## config.mk

```make
export PLATFORM = sky130hd
export DESIGN_NAME = trap_entry_unit
export DESIGN_NICKNAME = d
export VERILOG_FILES = /design/src/rtl/trap_pkg.sv /design/src/rtl/trap_route.sv /design/src/rtl/trap_level_regs.sv /design/src/rtl/trap_status_unit.sv /design/src/rtl/trap_entry_unit.sv
export SDC_FILE = /design/constraint.sdc
export NUM_CORES = 1
export LEC_CHECK = 0
export ABC_AREA = 0
export BUFFER_PORTS_ARGS = -buffer_cell sky130_fd_sc_hd__buf_2
export CORE_AREA = 4 4 203 205
export CTS_CLUSTER_DIAMETER = 100
export DETAILED_ROUTE_END_ITERATION = 16
export DIE_AREA = 0 0 207 209
export PLACE_DENSITY = 0.55
export SYNTH_ARGS = -nofsm -noshare
export SYNTH_HDL_FRONTEND = slang
export SYNTH_HIERARCHICAL = 1
export SYNTH_SLANG_ARGS = --single-unit
export TNS_END_PERCENT = 10
```

## constraint.sdc

```tcl
create_clock -name clk -period 4.1 [get_ports clk]
set_clock_uncertainty 0.05 [all_clocks]
set_input_delay 0.205 -clock clk [delete_from_list [all_inputs] [get_ports clk]]
set_output_delay 0.205 -clock clk [all_outputs]
set_load 0.02 [all_outputs]
```

## src/rtl/trap_pkg.sv

```systemverilog
package trap_pkg;
  localparam int STW = 13;

  localparam int B_UIE  = 0;
  localparam int B_SIE  = 1;
  localparam int B_MIE  = 3;
  localparam int B_SPIE = 5;
  localparam int B_MPIE = 7;
  localparam int B_SPP  = 8;
  localparam int B_MPP  = 11;

  localparam logic [STW-1:0] STATUS_WMASK = 13'h19AB;

  typedef enum logic [1:0] {
    PRIV_U    = 2'd0,
    PRIV_S    = 2'd1,
    PRIV_RSVD = 2'd2,
    PRIV_M    = 2'd3
  } priv_e;

  // push the supervisor side of the status stack
  function automatic logic [STW-1:0] push_s(logic [STW-1:0] st, logic [1:0] prv);
    logic [STW-1:0] r;
    r         = st;
    r[B_SPIE] = st[prv];
    r[B_SPP]  = prv[0];
    r[B_SIE]  = 1'b0;
    return r;
  endfunction

  // push the machine side of the status stack
  function automatic logic [STW-1:0] push_m(logic [STW-1:0] st, logic [1:0] prv);
    logic [STW-1:0] r;
    r              = st;
    r[B_MPIE]      = st[prv];
    r[B_MPP+1:B_MPP] = prv;
    r[B_MIE]       = 1'b0;
    return r;
  endfunction

  function automatic logic [STW-1:0] masked_write(logic [STW-1:0] st, logic [STW-1:0] wd);
    return (st & ~STATUS_WMASK) | (wd & STATUS_WMASK);
  endfunction
endpackage

```

## src/rtl/trap_route.sv

```systemverilog
module trap_route #(
  parameter int XLEN = 32
) (
  input  logic [XLEN-1:0] cause_i,
  input  logic [XLEN-1:0] exc_deleg_i,
  input  logic [XLEN-1:0] irq_deleg_i,
  input  logic [1:0]      priv_i,
  output logic            to_s_o,
  output logic            idx_in_range_o,
  output logic            deleg_bit_o
);
  localparam int IDXW = $clog2(XLEN);

  logic            is_irq;
  logic [XLEN-1:0] idx;
  logic [XLEN-1:0] mask;
  logic            low_priv;

  assign is_irq         = cause_i[XLEN-1];
  assign idx            = is_irq ? {1'b0, cause_i[XLEN-2:0]} : cause_i;
  assign mask           = is_irq ? irq_deleg_i : exc_deleg_i;
  assign idx_in_range_o = ~|idx[XLEN-1:IDXW];
  assign deleg_bit_o    = idx_in_range_o & mask[idx[IDXW-1:0]];
  assign low_priv       = (priv_i == trap_pkg::PRIV_U) || (priv_i == trap_pkg::PRIV_S);
  assign to_s_o         = low_priv & deleg_bit_o;
endmodule

```

## src/rtl/trap_level_regs.sv

```systemverilog
module trap_level_regs #(
  parameter int XLEN = 32
) (
  input  logic            clk,
  input  logic            rst_n,
  input  logic            load_i,
  input  logic [XLEN-1:0] cause_i,
  input  logic [XLEN-1:0] epc_i,
  input  logic [XLEN-1:0] badaddr_i,
  input  logic            badaddr_vld_i,
  output logic [XLEN-1:0] cause_q,
  output logic [XLEN-1:0] epc_q,
  output logic [XLEN-1:0] badaddr_q
);
  always_ff @(posedge clk or negedge rst_n) begin
    if (!rst_n) begin
      cause_q   <= '0;
      epc_q     <= '0;
      badaddr_q <= '0;
    end else if (load_i) begin
      cause_q <= cause_i;
      epc_q   <= epc_i;
      if (badaddr_vld_i) badaddr_q <= badaddr_i;
    end
  end
endmodule

```

## src/rtl/trap_status_unit.sv

```systemverilog
module trap_status_unit
  import trap_pkg::*;
(
  input  logic           clk,
  input  logic           rst_n,
  input  logic           take_i,
  input  logic           to_s_i,
  input  logic [1:0]     priv_i,
  input  logic           wr_i,
  input  logic [STW-1:0] wdata_i,
  output logic [STW-1:0] status_q
);
  logic [STW-1:0] status_d;

  always_comb begin
    status_d = status_q;
    if (take_i)    status_d = to_s_i ? push_s(status_q, priv_i) : push_m(status_q, priv_i);
    else if (wr_i) status_d = masked_write(status_q, wdata_i);
  end

  always_ff @(posedge clk or negedge rst_n) begin
    if (!rst_n) status_q <= '0;
    else        status_q <= status_d;
  end
endmodule

```

## src/rtl/trap_entry_unit.sv

```systemverilog
module trap_entry_unit
  import trap_pkg::*;
#(
  parameter int              XLEN      = 32,
  parameter logic [XLEN-1:0] RESET_VEC = 32'h0000_1000
) (
  input  logic            clk,
  input  logic            rst_n,
  input  logic            take_i,
  input  logic [XLEN-1:0] cause_i,
  input  logic [XLEN-1:0] epc_i,
  input  logic [XLEN-1:0] badaddr_i,
  input  logic            badaddr_vld_i,
  input  logic [XLEN-1:0] exc_deleg_i,
  input  logic [XLEN-1:0] irq_deleg_i,
  input  logic            status_wr_i,
  input  logic [12:0]     status_wdata_i,
  input  logic            priv_wr_i,
  input  logic [1:0]      priv_wdata_i,
  input  logic            mtvec_wr_i,
  input  logic            stvec_wr_i,
  input  logic [XLEN-1:0] tvec_wdata_i,
  input  logic            resv_set_i,
  output logic [XLEN-1:0] pc_o,
  output logic [1:0]      priv_o,
  output logic [12:0]     status_o,
  output logic [XLEN-1:0] mcause_o,
  output logic [XLEN-1:0] mepc_o,
  output logic [XLEN-1:0] mbadaddr_o,
  output logic [XLEN-1:0] scause_o,
  output logic [XLEN-1:0] sepc_o,
  output logic [XLEN-1:0] sbadaddr_o,
  output logic [XLEN-1:0] mtvec_o,
  output logic [XLEN-1:0] stvec_o,
  output logic            resv_valid_o
);
  localparam int NLVL = 2;  // index 0 supervisor, 1 machine

  // routing events, visible to the checker
  logic trap_to_s;
  logic trap_to_m;
  logic idx_in_range;
  logic deleg_bit;

  trap_route #(.XLEN(XLEN)) u_route (
    .cause_i        (cause_i),
    .exc_deleg_i    (exc_deleg_i),
    .irq_deleg_i    (irq_deleg_i),
    .priv_i         (priv_o),
    .to_s_o         (trap_to_s),
    .idx_in_range_o (idx_in_range),
    .deleg_bit_o    (deleg_bit)
  );

  assign trap_to_m = take_i & ~trap_to_s;

  logic [NLVL-1:0] lvl_load;
  logic [XLEN-1:0] lvl_cause [NLVL];
  logic [XLEN-1:0] lvl_epc   [NLVL];
  logic [XLEN-1:0] lvl_bad   [NLVL];

  assign lvl_load = {trap_to_m, take_i & trap_to_s};

  for (genvar g = 0; g < NLVL; g++) begin : g_lvl
    trap_level_regs #(.XLEN(XLEN)) u_regs (
      .clk           (clk),
      .rst_n         (rst_n),
      .load_i        (lvl_load[g]),
      .cause_i       (cause_i),
      .epc_i         (epc_i),
      .badaddr_i     (badaddr_i),
      .badaddr_vld_i (badaddr_vld_i),
      .cause_q       (lvl_cause[g]),
      .epc_q         (lvl_epc[g]),
      .badaddr_q     (lvl_bad[g])
    );
  end

  assign scause_o   = lvl_cause[0];
  assign sepc_o     = lvl_epc[0];
  assign sbadaddr_o = lvl_bad[0];
  assign mcause_o   = lvl_cause[1];
  assign mepc_o     = lvl_epc[1];
  assign mbadaddr_o = lvl_bad[1];

  trap_status_unit u_status (
    .clk      (clk),
    .rst_n    (rst_n),
    .take_i   (take_i),
    .to_s_i   (trap_to_s),
    .priv_i   (priv_o),
    .wr_i     (status_wr_i),
    .wdata_i  (status_wdata_i),
    .status_q (status_o)
  );

  logic priv_wr_ok;
  assign priv_wr_ok = priv_wr_i && (priv_wdata_i != PRIV_RSVD);

  always_ff @(posedge clk or negedge rst_n) begin
    if (!rst_n) begin
      pc_o         <= RESET_VEC;
      priv_o       <= PRIV_M;
      mtvec_o      <= '0;
      stvec_o      <= '0;
      resv_valid_o <= 1'b0;
    end else begin
      if (take_i) begin
        pc_o   <= trap_to_s ? stvec_o : mtvec_o;
        priv_o <= trap_to_s ? PRIV_S : PRIV_M;
      end else if (priv_wr_ok) begin
        priv_o <= priv_wdata_i;
      end
      if (mtvec_wr_i) mtvec_o <= {tvec_wdata_i[XLEN-1:2], 2'b00};
      if (stvec_wr_i) stvec_o <= {tvec_wdata_i[XLEN-1:2], 2'b00};
      if (take_i)          resv_valid_o <= 1'b0;
      else if (resv_set_i) resv_valid_o <= 1'b1;
    end
  end
endmodule

```

After elaboration in Yosys (flattened, before gate mapping)
Index checks and enable logic that the tools add are counted.
{"block": "word_totals", "reg_bits": 300, "elab_cells": 54, "input_bits": 216, "out_inout_bits": 304}
{"block": "classes", "reduce_logical": 13, "n_lt_le_gt_ge": 2, "mux": 14, "eq_ne": 4, "n_bitwise": 7}
{"operator": "32-bit 2-to-1 mux", "n": 2}
{"operator": "13-bit 2-to-1 mux", "n": 3}
{"operator": "26-bit OR reduction", "n": 1}
{"operator": "11-bit by 13-bit bitwise OR with 13-bit output", "n": 1}
{"operator": "2-bit AND reduction", "n": 5}
{"operator": "5-bit by 6-bit < comparator with 1-bit output, second input constant", "n": 1}
{"operator": "2-bit 2-to-1 mux", "n": 3}
{"operator": "2-bit nonzero test", "n": 3}
{"operator": "1-bit binary-select mux with 5-bit select", "n": 1}
{"operator": "2-bit by 5-bit < comparator with 1-bit output, second input constant", "n": 1}
{"operator": "1-bit bitwise AND", "n": 4}
{"operator": "1-bit 2-to-1 mux", "n": 4}
{"operator": "2-bit != test, second input constant", "n": 2}
{"operator": "1-bit binary-select mux with 2-bit select", "n": 1}
{"operator": "2-bit by 1-bit equality test with 1-bit output, second input constant", "n": 1}
{"operator": "2-bit zero test", "n": 1}
{"operator": "2-bit by 1-bit != test with 1-bit output, second input constant", "n": 1}
{"operator": "1-bit NOT", "n": 2}
{"operator": "1-bit logical AND", "n": 1}
{"operator": "1-bit zero test", "n": 1}
{"operator": "1-bit logical OR", "n": 1}

Depth between registers and ports, before layout
Gate-level depths: netlist (run 1).
{"block": "depth", "word_depth": 8, "ltp_mapped": 13, "mapped_depth_nobuf": 8}

Hierarchy
Netlist (run 1), hierarchy kept.
{"module": "trap_level_regs", "seq_area_each_um2": 2402.3, "instances": 2, "cells_per_inst": 203, "area_per_inst_um2": 3940.0}
{"module": "trap_entry_unit", "seq_area_each_um2": 2331.0, "instances": 1, "cells_per_inst": 276, "area_per_inst_um2": 3826.2}
{"module": "trap_route", "seq_area_each_um2": 0.0, "instances": 1, "cells_per_inst": 52, "area_per_inst_um2": 658.1}
{"module": "trap_status_unit", "seq_area_each_um2": 200.2, "instances": 1, "cells_per_inst": 50, "area_per_inst_um2": 509.2}

Worst setup path before layout (run 1)
OpenSTA, ideal clock, no wires.
{"block": "synth_path", "path_kind": "input to register", "start": "input port cause_i[0]", "end": "register g_lvl[0].u_regs.cause_q[0]", "required_time_ps": 3925, "path_buffers": 6, "stages": 13, "slack_ps": 1393, "arrival_ps": 2532, "setup_ps": 125, "path_cell_list": "buf_6 > buf_12 > mux4_1 > mux2i_1 > a211oi_1 > a32oi_1 > nor4_1 > buf_6 > buf_12 > and2_1 > buf_6 > buf_6 > mux2_4"}
{"block": "synth_between", "elab_chain_len": 5}
{"item": "start, declared", "line": "trap_entry_unit.sv:10", "rtl": "input logic [XLEN-1:0] cause_i,"}
{"item": "1-bit binary-select mux with 5-bit select", "line": "trap_route.sv:23", "rtl": "assign deleg_bit_o = idx_in_range_o & mask[idx[IDXW-1:0]];"}
{"item": "1-bit 2-to-1 mux (implied by the code)", "line": "trap_route.sv:23"}
{"item": "1-bit bitwise AND", "line": "trap_route.sv:23"}
{"item": "1-bit bitwise AND", "line": "trap_route.sv:25", "rtl": "assign to_s_o = low_priv & deleg_bit_o;"}
{"item": "via trap_to_s", "line": "trap_entry_unit.sv:40", "rtl": "logic trap_to_s;"}
{"item": "1-bit bitwise AND", "line": "trap_entry_unit.sv:62", "rtl": "assign lvl_load = {trap_to_m, take_i & trap_to_s};"}
{"item": "via lvl_load[0]", "line": "trap_entry_unit.sv:57", "rtl": "logic [NLVL-1:0] lvl_load;"}
{"item": "end signal, assigned", "line": "trap_level_regs.sv:21", "rtl": "cause_q <= cause_i;"}
{"item": "end, declared", "line": "trap_level_regs.sv:11", "rtl": "output logic [XLEN-1:0] cause_q,"}
The timed path passes the listed nets, and every way through them passes these cells. The select of a mux whose other input is x is not followed.
A chain may end at the register's enable or synchronous reset.

Worst setup path in the final report (run 1)
{"block": "layout_path", "start": "input port cause_i[12]", "end": "register pc_o[3]"}
{"block": "layout_between", "elab_chain_len": 5}
{"item": "26-bit OR reduction", "line": "trap_route.sv:22", "rtl": "assign idx_in_range_o = ~|idx[XLEN-1:IDXW];"}
{"item": "1-bit zero test", "line": "trap_route.sv:22"}
{"item": "1-bit bitwise AND", "line": "trap_route.sv:23"}
{"item": "1-bit bitwise AND", "line": "trap_route.sv:25"}
{"item": "via trap_to_s", "line": "trap_entry_unit.sv:40"}
{"item": "32-bit 2-to-1 mux", "line": "trap_entry_unit.sv:109", "rtl": "pc_o <= trap_to_s ? stvec_o : mtvec_o;"}
{"item": "end signal, assigned", "line": "trap_entry_unit.sv:109"}
{"item": "end, declared", "line": "trap_entry_unit.sv:24", "rtl": "output logic [XLEN-1:0] pc_o,"}
The timed path passes the listed nets, and every way through them passes these cells.

==> results of run 1 <==
[worst paths after layout]
| kind | from | to | depth (start not counted) |
|---|---|---|---|
| worst min register to register | pc_o[12]$_DFFE_PN1P_ | pc_o[12]$_DFFE_PN1P_ | 2 |
| worst max-delay path | cause_i[12] | pc_o[3]$_DFFE_PN0P_ | 9 |
| worst max register to register | priv_o[1]$_DFFE_PN1P_ | pc_o[3]$_DFFE_PN0P_ | 5 |
| min in group asynchronous | rst_n | g_lvl[1].u_regs/badaddr_q[20]$_DFFE_PN0P_ | 2 |
| worst min-delay path | cause_i[31] | g_lvl[0].u_regs/cause_q[31]$_DFFE_PN0P_ | 2 |
| max in group asynchronous | rst_n | g_lvl[1].u_regs/cause_q[0]$_DFFE_PN0P_ | 3 |
[timing repair]
action	in CTS	in global routing
endpoints found under the hold margin	365	0
hold buffers	139	0
gates resized for setup	0	0
[metrics by stage]
stage	power (mW)	hold WS, ns	worst slack, ns	utilization, %	cells
final	7.49	0.0898	1.12	46.1	1975
after global routing	7.83	0.0809	0.928	46.1	1974
after CTS	7.60	0.0518	1.05	46.1	1972
after detailed placement	4.50	0.283	0.580	39.8	1774
after global placement	4.48	0.288	0.569	39.8	1774
after floorplan	3.98	-0.141	1.42	-	791
[area by class of cell]
class                      instances  area [sq um]
inverter                           1          3.75
sequential                       293          7340
fill                            3564         21300
clock inverter                     5          53.8
tap                              525           657
timing repair buffer             653          4070
antenna                            3          7.51
multi-input combinational        441          5040
clock buffer                      54          1020
[per-layer routing]
| metal | track usage, % | up-vias | wire (um) |
|---|---|---|---|
| met1 | 21.2 | 4422 | 15700 |
| met5 | 0 | - | 12 |
| met4 | 4.56 | 2 | 907 |
| met2 | 28.9 | 344 | 18600 |
| li1 | - | 4097 | - |
| met3 | 5.27 | 58 | 2680 |
[power breakdown]
part	switching, mW	leakage (nW)	internal (mW)
clock network	1.19	0.526	1.76
logic	0.699	5.04	0.595
registers	0.137	3.63	3.11
[layout by cell type (no fill, tap or decap), types with 2 or more instances in the layout]
cell           instances
a211oi_1               5
a21oi_1               34
buf_12                 5
buf_2                500
buf_4                  8
clkbuf_1              12
clkbuf_16             35
clkbuf_8               7
clkinv_2               3
conb_1                11
dfrtp_1              290
dfstp_2                3
diode_2                3
dlygate4sd3_1        139
mux2_2                73
mux2_4               181
mux2i_1               39
mux4_1                10
mux4_2                 6
nand2_1                4
nand2_2                2
nand2b_1               2
nand3_1                3
nand3b_1               2
nor2_1                36
nor2b_1                4
nor4_1                 6
o21ai_0                3
o22ai_1                4
[critical path, cell delays in order]
cell and delay [ns]:
dlygate4sd3_1 0.54, buf_2 0.14, nor4_1 0.42, nand4_1 0.20, nor4_2 0.56, buf_4 0.46
buf_4 0.41, mux2i_1 0.24, a21oi_1 0.08
[flip-flops by register name, summed over array words and instances, names as in the netlist]
name                    count
mtvec_o                    30
resv_valid_o                1
g_lvl.u_regs/cause_q       64
g_lvl.u_regs/badaddr_q     64
priv_o                      2
u_status/status_q           8
pc_o                       30
stvec_o                    30
g_lvl.u_regs/epc_q         64
==> impl_metrics.yaml, run 1 <==
clock_network:
  cts_max_level: 2
  cts_tree: "yes"
  cts.reportedPaths.clkPinSlew_ns: 0.06
  clk_latency_ns: 0.52
  clockBufferDepth: 3
  numCtsBuffers: 35
  clock-sinks: 293
  cts_setup_buffers: 0
  root_buffer: "clkbuf_16"
placed_design:
  io_buffers: 501
  gp_congestion: 0.809
  dpl_cell_area_sq_mm: 0.0157
  dp_hpwl_um: 26500
route:
  route.detailed.drc: 0
  drt_wl_total_um: 37900
  first_pass_iters: 4
  drtIter0Drc: 451
  dr_total_vias: 8923
  antenna_left: 0
  vias_per_cell: 4.52
  wl_per_cell_um: 19.2
synth:
  yosys_warnings: 6
  synthCells: 782
  synth.avg_cell_area_sq_um: 16.5
  netlist_area_sq_mm: 0.0129
timing:
  tightest_slew_ns: 0.877
  setup-violations-final: 0
  finalCritPeriodShare_pct: 72.6
  period_minus_slack_ns: 2.98
  maxSlewHeadroom_pct: 41.6
  final_max_slew_viol_count: 0
  clock.fmax_mhz: 336
  fin_setup_tns_ns: 0
  rsz0062_at_grt: "false"
  finalHoldViolations: 0
global_route:
  antenna_found_initial: 5
  grt-ovfl-total: 0
  grt_pass1_wl_um: 59100
  grt.total_usage_pct: 17.0
  grt_max_degree: 112
  first_global_vias: 9776
floorplanning:
  die_w_um: 207
  core-area_sq_mm: 0.0395
  die_h_um: 209
  initial_core_util_pct: 32.6
  fp-row-count: 73
  boundaryPins: 520
  die_area_sq_mm: 0.0433
hold_path:
  worstHoldPathType: "in -> reg"
pwr:
  cellPowerDensity_mw_per_mm2: 412
  peakVddDrop_v: 0.000356
  leakagePower_nw: 9.20
critical_path:
  start_kind: "input pin"
  setup.worst_path.end_class: "flop"
  arrival_ns: 3.30
  r2r_slack_ns: 1.68
  cp_max_fo: 22
  required_ns: 4.42
  criticalPathCategory: "in -> reg"
cells_and_area:
  layout-drive-gt1-share_pct: 57.6
  fin_nets: 1641
  syn2layout_area_growth_pct: 41.3
  final_area_sq_mm: 0.0182
outcome:
  status: "finished, final reports clean"
flow_run:
  drv_cap: 0
No activity file was read; power rests on OpenSTA's default activity.
==> run 2, diff against run 1 <==
- CORE_AREA: 4 4 203 205 -> 4 4 199 201
- DIE_AREA: 0 0 207 209 -> 0 0 203 205
- PLACE_DENSITY: 0.55 -> 0.57
- clock period: 4.1 -> 3.05 ns (I/O delays scaled with it)
==> run 2 against run 1 <==
Global-route usage rose by 0.63 points. Hold slack worse by 0.052 ns. Critical endpoint is now priv_o[1]$_DFFE_PN1P_. Setup slack worse by 0.96 ns. Count of clock-buffer cells in the layout decreased by 1. Sequential cell count unchanged. Cell count rose by 0.25%. Sequential share of layout area decreased by 0.51 points. Largest cell class unchanged. Die area decreased by 3.8%. Clock power increased by 32%. Design area increased by 1.3%.
==> impl_metrics.yaml, run 2 (synthesis gave the netlist of run 1 again) <==
hold_path:
  worstHoldPathType: "in -> reg"
  hold_depth: 3
  holdCritStartpoint: "status_wr_i"
flow_run:
  drv_cap: 0
critical_path:
  cp_slowest_stage_delay_ns: 0.55
  worstRegToRegCells: 5
  crit_path_frequent_cell: "dlygate4sd3_1"
  start_kind: "input pin"
  required_ns: 3.48
  slowest_stage: "dlygate4sd3_1"
  worstPathCellList: "dlygate4sd3_1 -> buf_2 -> or3b_2 -> o22ai_1 -> a211oi_1 -> a32oi_2 -> nor4_2 -> buf_4 -> nor2b_4 -> buf_6 -> a31o_2 -> dlygate4sd3_1"
  reg2reg_from: "priv_o[1]$_DFFE_PN1P_"
  setup.worst_path.end_class: "flop"
  crit_start: "cause_i[31]"
  criticalPathCategory: "in -> reg"
  arrival_ns: 3.31
  cp_max_fo: 14
outcome:
  status: "finished, final reports clean"
timing:
  tightest_slew_ns: 0.829
  fin_setup_tns_ns: 0
  clock.fmax_mhz: 346
  layout_setup_ws_ns: 0.160
  maxSlewHeadroom_pct: 44.7
  finalCritPeriodShare_pct: 94.7
  setup-violations-final: 0
  period_minus_slack_ns: 2.89
  rsz0062_at_grt: "false"
  final_max_slew_viol_count: 0
  finalHoldViolations: 0
clock_network:
  root_buffer: "clkbuf_16"
  clockBufferDepth: 3
  cts_setup_buffers: 0
  cts_tree: "yes"
  clk_latency_ns: 0.53
  clock-sinks: 293
  numCtsBuffers: 34
  cts.reportedPaths.clkPinSlew_ns: 0.06
  cts_max_level: 2
route:
  vias_per_cell: 4.58
  wl_per_cell_um: 19.2
  first_pass_iters: 4
  route.detailed.drc: 0
  antenna_left: 0
  drt_wl_total_um: 38000
  drtIter0Drc: 298
  dr_total_vias: 9069
global_route:
  grt-busiest-layer: "met2"
  use_met3_pct: 5.49
  first_global_vias: 9888
  grt_max_degree: 89
  met1_usage_pct: 21.8
  grt_pass1_wl_um: 58000
  grt.total_usage_pct: 17.7
  met2_usage_pct: 30.2
  antenna_found_initial: 1
  grt-ovfl-total: 0
cells_and_area:
  final_common_cell: "buf_2"
  layout-drive-gt1-share_pct: 58.3
  final_area_sq_mm: 0.0184
  antenna_cells: 0
  final_cell_mix: "buf_2 (500), dfrtp_1 (290), mux2_4 (181)"
  fin_cells: 1980
  reg_top3: "g_lvl.u_regs/badaddr_q: 64 flops, g_lvl.u_regs/cause_q: 64 flops, g_lvl.u_regs/epc_q: 64 flops"
  syn2layout_area_growth_pct: 43.2
  fin_nets: 1663
pwr:
  leakagePower_nw: 9.34
  cellPowerDensity_mw_per_mm2: 544
  peakVddDrop_v: 0.000316
floorplanning:
  core-area_sq_mm: 0.0376
  fp-row-count: 71
  die_h_um: 205
  boundaryPins: 520
  initial_core_util_pct: 34.2
  die_w_um: 203
  die_area_sq_mm: 0.0416
placed_design:
  gp_congestion: 0.792
  dpl_cell_area_sq_mm: 0.0160
  place_inst: 1784
  pre_cts_ws_ns: -0.129
  dp_hpwl_um: 27400
  io_buffers: 501
## run 2: changes by cell type in the layout (fill, tap and decap cells not counted), sizes merged
cell and change:
clkbuf -1, buf +24, dlygate4sd3 -1, diode -3
## run 2: worst max-delay path, delay by kind of cell
| family | cells | cell delay, ns |
|---|---|---|
| compound gates | 4 | 0.68 |
| buf+inv | 5 | 1.69 |
| simple gates | 3 | 0.78 |
## run 2: repair_timing
action | CTS | global route
hold buffers | 138 | 0
gates resized for setup | 0 | 2
hold endpoints to repair | 337 | 0
endpoints found under the setup margin | 0 | 1
## run 2: path summary, 6_finish.rpt
kind                                                      endpoint  slack, ns
max                                          priv_o[1]$_DFFE_PN1P_       0.16
min                               u_status/status_q[1]$_DFFE_PN0P_       0.04
max reg2reg                g_lvl[0].u_regs/cause_q[29]$_DFFE_PN0P_       0.90
min reg2reg                g_lvl[0].u_regs/cause_q[31]$_DFFE_PN0P_       0.45
max in group asynchronous                    priv_o[0]$_DFFE_PN1P_       1.88
min in group asynchronous    g_lvl[0].u_regs/epc_q[13]$_DFFE_PN0P_       0.21
## run 2: final cells by class
class | instances | area [sq um]
clock buffer | 53 | 993
timing repair buffer | 676 | 4340
fill | 3351 | 19200
clock inverter | 5 | 53.8
inverter | 1 | 3.75
multi-input combinational | 441 | 5050
sequential | 293 | 7340
tap | 511 | 639
## run 2: per-layer routing
metal  routed length [um]  vias to the layer above
met1                15500                     4530
met4                  876                        0
li1                     -                     4125
met2                18700                      355
met3                 2850                       59
met5                    0                        -
## run 2: metrics by stage
| step | hold slack, ns | utilization, % | power [mW] |
|---|---|---|---|
| floorplan | -0.193 | - | 5.34 |
| global placement | 0.188 | 42.5 | 6.04 |
| detailed placement | 0.187 | 42.5 | 6.06 |
| CTS | 0.00592 | 49.0 | 10.1 |
| global route | 0.0628 | 49.0 | 10.5 |
| finish | 0.0379 | 49.0 | 10.0 |
## run 2: report_power, final
group	switching, mW	internal [mW]	leakage (nW)	total [mW]
clock	1.58	2.32	0.513	3.89
sequential	0.189	4.18	3.63	4.37
combinational	0.940	0.815	5.19	1.75
==> run 3, diff against run 2 <==
- CAP_MARGIN: not set -> 20
- HOLD_SLACK_MARGIN: not set -> 0.1
==> run 3 against run 2 <==
Sequential share of layout area decreased by 0.30 points. Setup slack got worse by 0.045 ns. Sequential cell count unchanged. Critical endpoint unchanged.
==> impl_metrics.yaml, run 3 (synthesis gave the netlist of run 1 again) <==
critical_path:
  slowest_stage: "dlygate4sd3_1"
  criticalPathCategory: "in -> reg"
  critPathTopFamily: "buffers and inverters"
  worstRegToRegCells: 7
  required_ns: 3.47
  cp_slowest_stage_delay_ns: 0.55
  setup.worst_path.end_class: "flop"
  r2r_slack_ns: 0.69
  arrival_ns: 3.36
  r2r-end: "u_status/status_q[5]$_DFFE_PN0P_"
  crit_start: "cause_i[2]"
  worstPathCellList: "dlygate4sd3_1 -> clkbuf_4 -> or3b_2 -> o22ai_1 -> a211oi_1 -> a32oi_2 -> nor4_2 -> buf_4 -> nor2b_4 -> buf_4 -> a31o_2 -> dlygate4sd3_1"
  start_kind: "input pin"
  reg2reg_from: "priv_o[1]$_DFFE_PN1P_"
  path_buf_inv: 5
  cp_max_fo: 14
clock_network:
  cts_max_level: 2
  root_buffer: "clkbuf_16"
  cts_setup_buffers: 0
  cts.reportedPaths.clkPinSlew_ns: 0.06
  numCtsBuffers: 34
  cts_tree: "yes"
  clockBufferDepth: 3
  clock-sinks: 293
  clk_latency_ns: 0.53
timing:
  finalCritPeriodShare_pct: 96.2
  setup-violations-final: 0
  rsz0062_at_grt: "false"
  fin_setup_tns_ns: 0
  final_max_slew_viol_count: 0
  finalHoldViolations: 0
  tightest_slew_ns: 0.831
  clock.fmax_mhz: 341
  period_minus_slack_ns: 2.93
  maxSlewHeadroom_pct: 44.6
floorplanning:
  boundaryPins: 520
  initial_core_util_pct: 34.2
  die_w_um: 203
  die_h_um: 205
  core-area_sq_mm: 0.0376
  fp-row-count: 71
  die_area_sq_mm: 0.0416
route:
  drt_wl_total_um: 38500
  dr_total_vias: 9110
  antenna_left: 0
  vias_per_cell: 4.58
  route.detailed.drc: 0
  drtIter0Drc: 331
  first_pass_iters: 4
  wl_per_cell_um: 19.3
cells_and_area:
  fin_nets: 1674
  reg_top3: "g_lvl.u_regs/badaddr_q: 64 flops, g_lvl.u_regs/cause_q: 64 flops, g_lvl.u_regs/epc_q: 64 flops"
  syn2layout_area_growth_pct: 44.2
  layout-drive-gt1-share_pct: 58.0
  antenna_cells: 0
  final_common_cell: "buf_2"
  final_cell_mix: "buf_2 (499), dfrtp_1 (290), mux2_4 (181)"
placed_design:
  dp_hpwl_um: 27400
  gp_congestion: 0.792
  io_buffers: 501
hold_path:
  worstHoldPathType: "in -> reg"
  holdCritStartpoint: "status_wr_i"
  hold_depth: 4
  holdPathEnd: "u_status/status_q[7]$_DFFE_PN0P_"
pwr:
  peakVddDrop_v: 0.000322
  p_total_mw: 10.0
  cellPowerDensity_mw_per_mm2: 541
  leakagePower_nw: 9.39
global_route:
  grt_pass1_wl_um: 58300
  grt-ovfl-total: 0
  grt.total_usage_pct: 17.7
  antenna_found_initial: 1
  first_global_vias: 9959
  grt_max_degree: 89
outcome:
  status: "finished, final reports clean"
flow_run:
  drv_cap: 0
-- run 3: cell types whose count changed in the layout (fill, tap and decap cells not counted), sizes merged --
cell and change:
dlygate4sd3 +10, buf -1, clkbuf +2
-- run 3: through the flow --
stage          hold slack, ns  util, %  std cells  instance area, sq um  worst slack (ns)
6_report               0.0853     49.4       1991                 18600             0.115
5_1_grt                 0.131     49.4       1991                 18600            0.0284
4_1_cts                 0.106     49.3       1991                 18500            0.0155
3_5_place_dp            0.187     42.5       1784                 16000            -0.129
3_3_place_gp            0.188     42.5       1784                 16000           -0.0598
2_1_floorplan          -0.193        -        791                 12900             0.419
-- run 3: routing by layer --
| metal | global-route usage, % | vias to the layer above | routed length (um) |
|---|---|---|---|
| li1 | - | 4149 | - |
| met1 | 21.9 | 4553 | 15800 |
| met2 | 30.4 | 351 | 19000 |
| met3 | 5.46 | 57 | 2820 |
| met4 | 4.68 | 0 | 859 |
| met5 | 0 | - | 0 |
-- run 3: repair_timing --
| item | in CTS | in global routing |
|---|---|---|
| hold buffers | 149 | 0 |
| hold endpoints to repair | 346 | 0 |
| endpoints found under the setup margin | 0 | 4 |
| resized for setup | 0 | 4 |
-- run 3: tightest hold or removal path: stages --
cell,delay [ns]
buf_2,0.18
nor2_1,0.14
a221oi_1,0.10
o21ai_1,0.06
-- run 3: report_power, final --
part	total, mW	leakage [nW]	switching (mW)	internal, mW
logic	1.77	5.25	0.943	0.828
clock network	3.90	0.513	1.58	2.32
registers	4.37	3.63	0.189	4.18
total	10.0	9.39	2.71	7.33
-- run 3: how the worst max path moves through the flow --
stage,endpoint,slack [ns],depth (start not counted)
6_report,priv_o[1]$_DFFE_PN1P_,0.12,12
5_1_grt,priv_o[1]$_DFFE_PN1P_,0.03,12
4_1_cts,u_status/status_q[7]$_DFFE_PN0P_,0.02,13
3_5_place_dp,g_lvl[1].u_regs/epc_q[10]$_DFFE_PN0P_,-0.13,12
3_3_place_gp,g_lvl[1].u_regs/epc_q[14]$_DFFE_PN0P_,-0.06,12
2_1_floorplan,g_lvl[0].u_regs/cause_q[0]$_DFFE_PN0P_,0.42,13
-- run 3: final cells by class --
cell class              count  area [sq um]
repair buffers            687          4470
inverters                   1          3.75
multi-input cells         441          5050
well taps                 511           639
fillers                  3338         19000
clock buffers              53           993
clock inverters             5          53.8
flip-flops and latches    293          7340
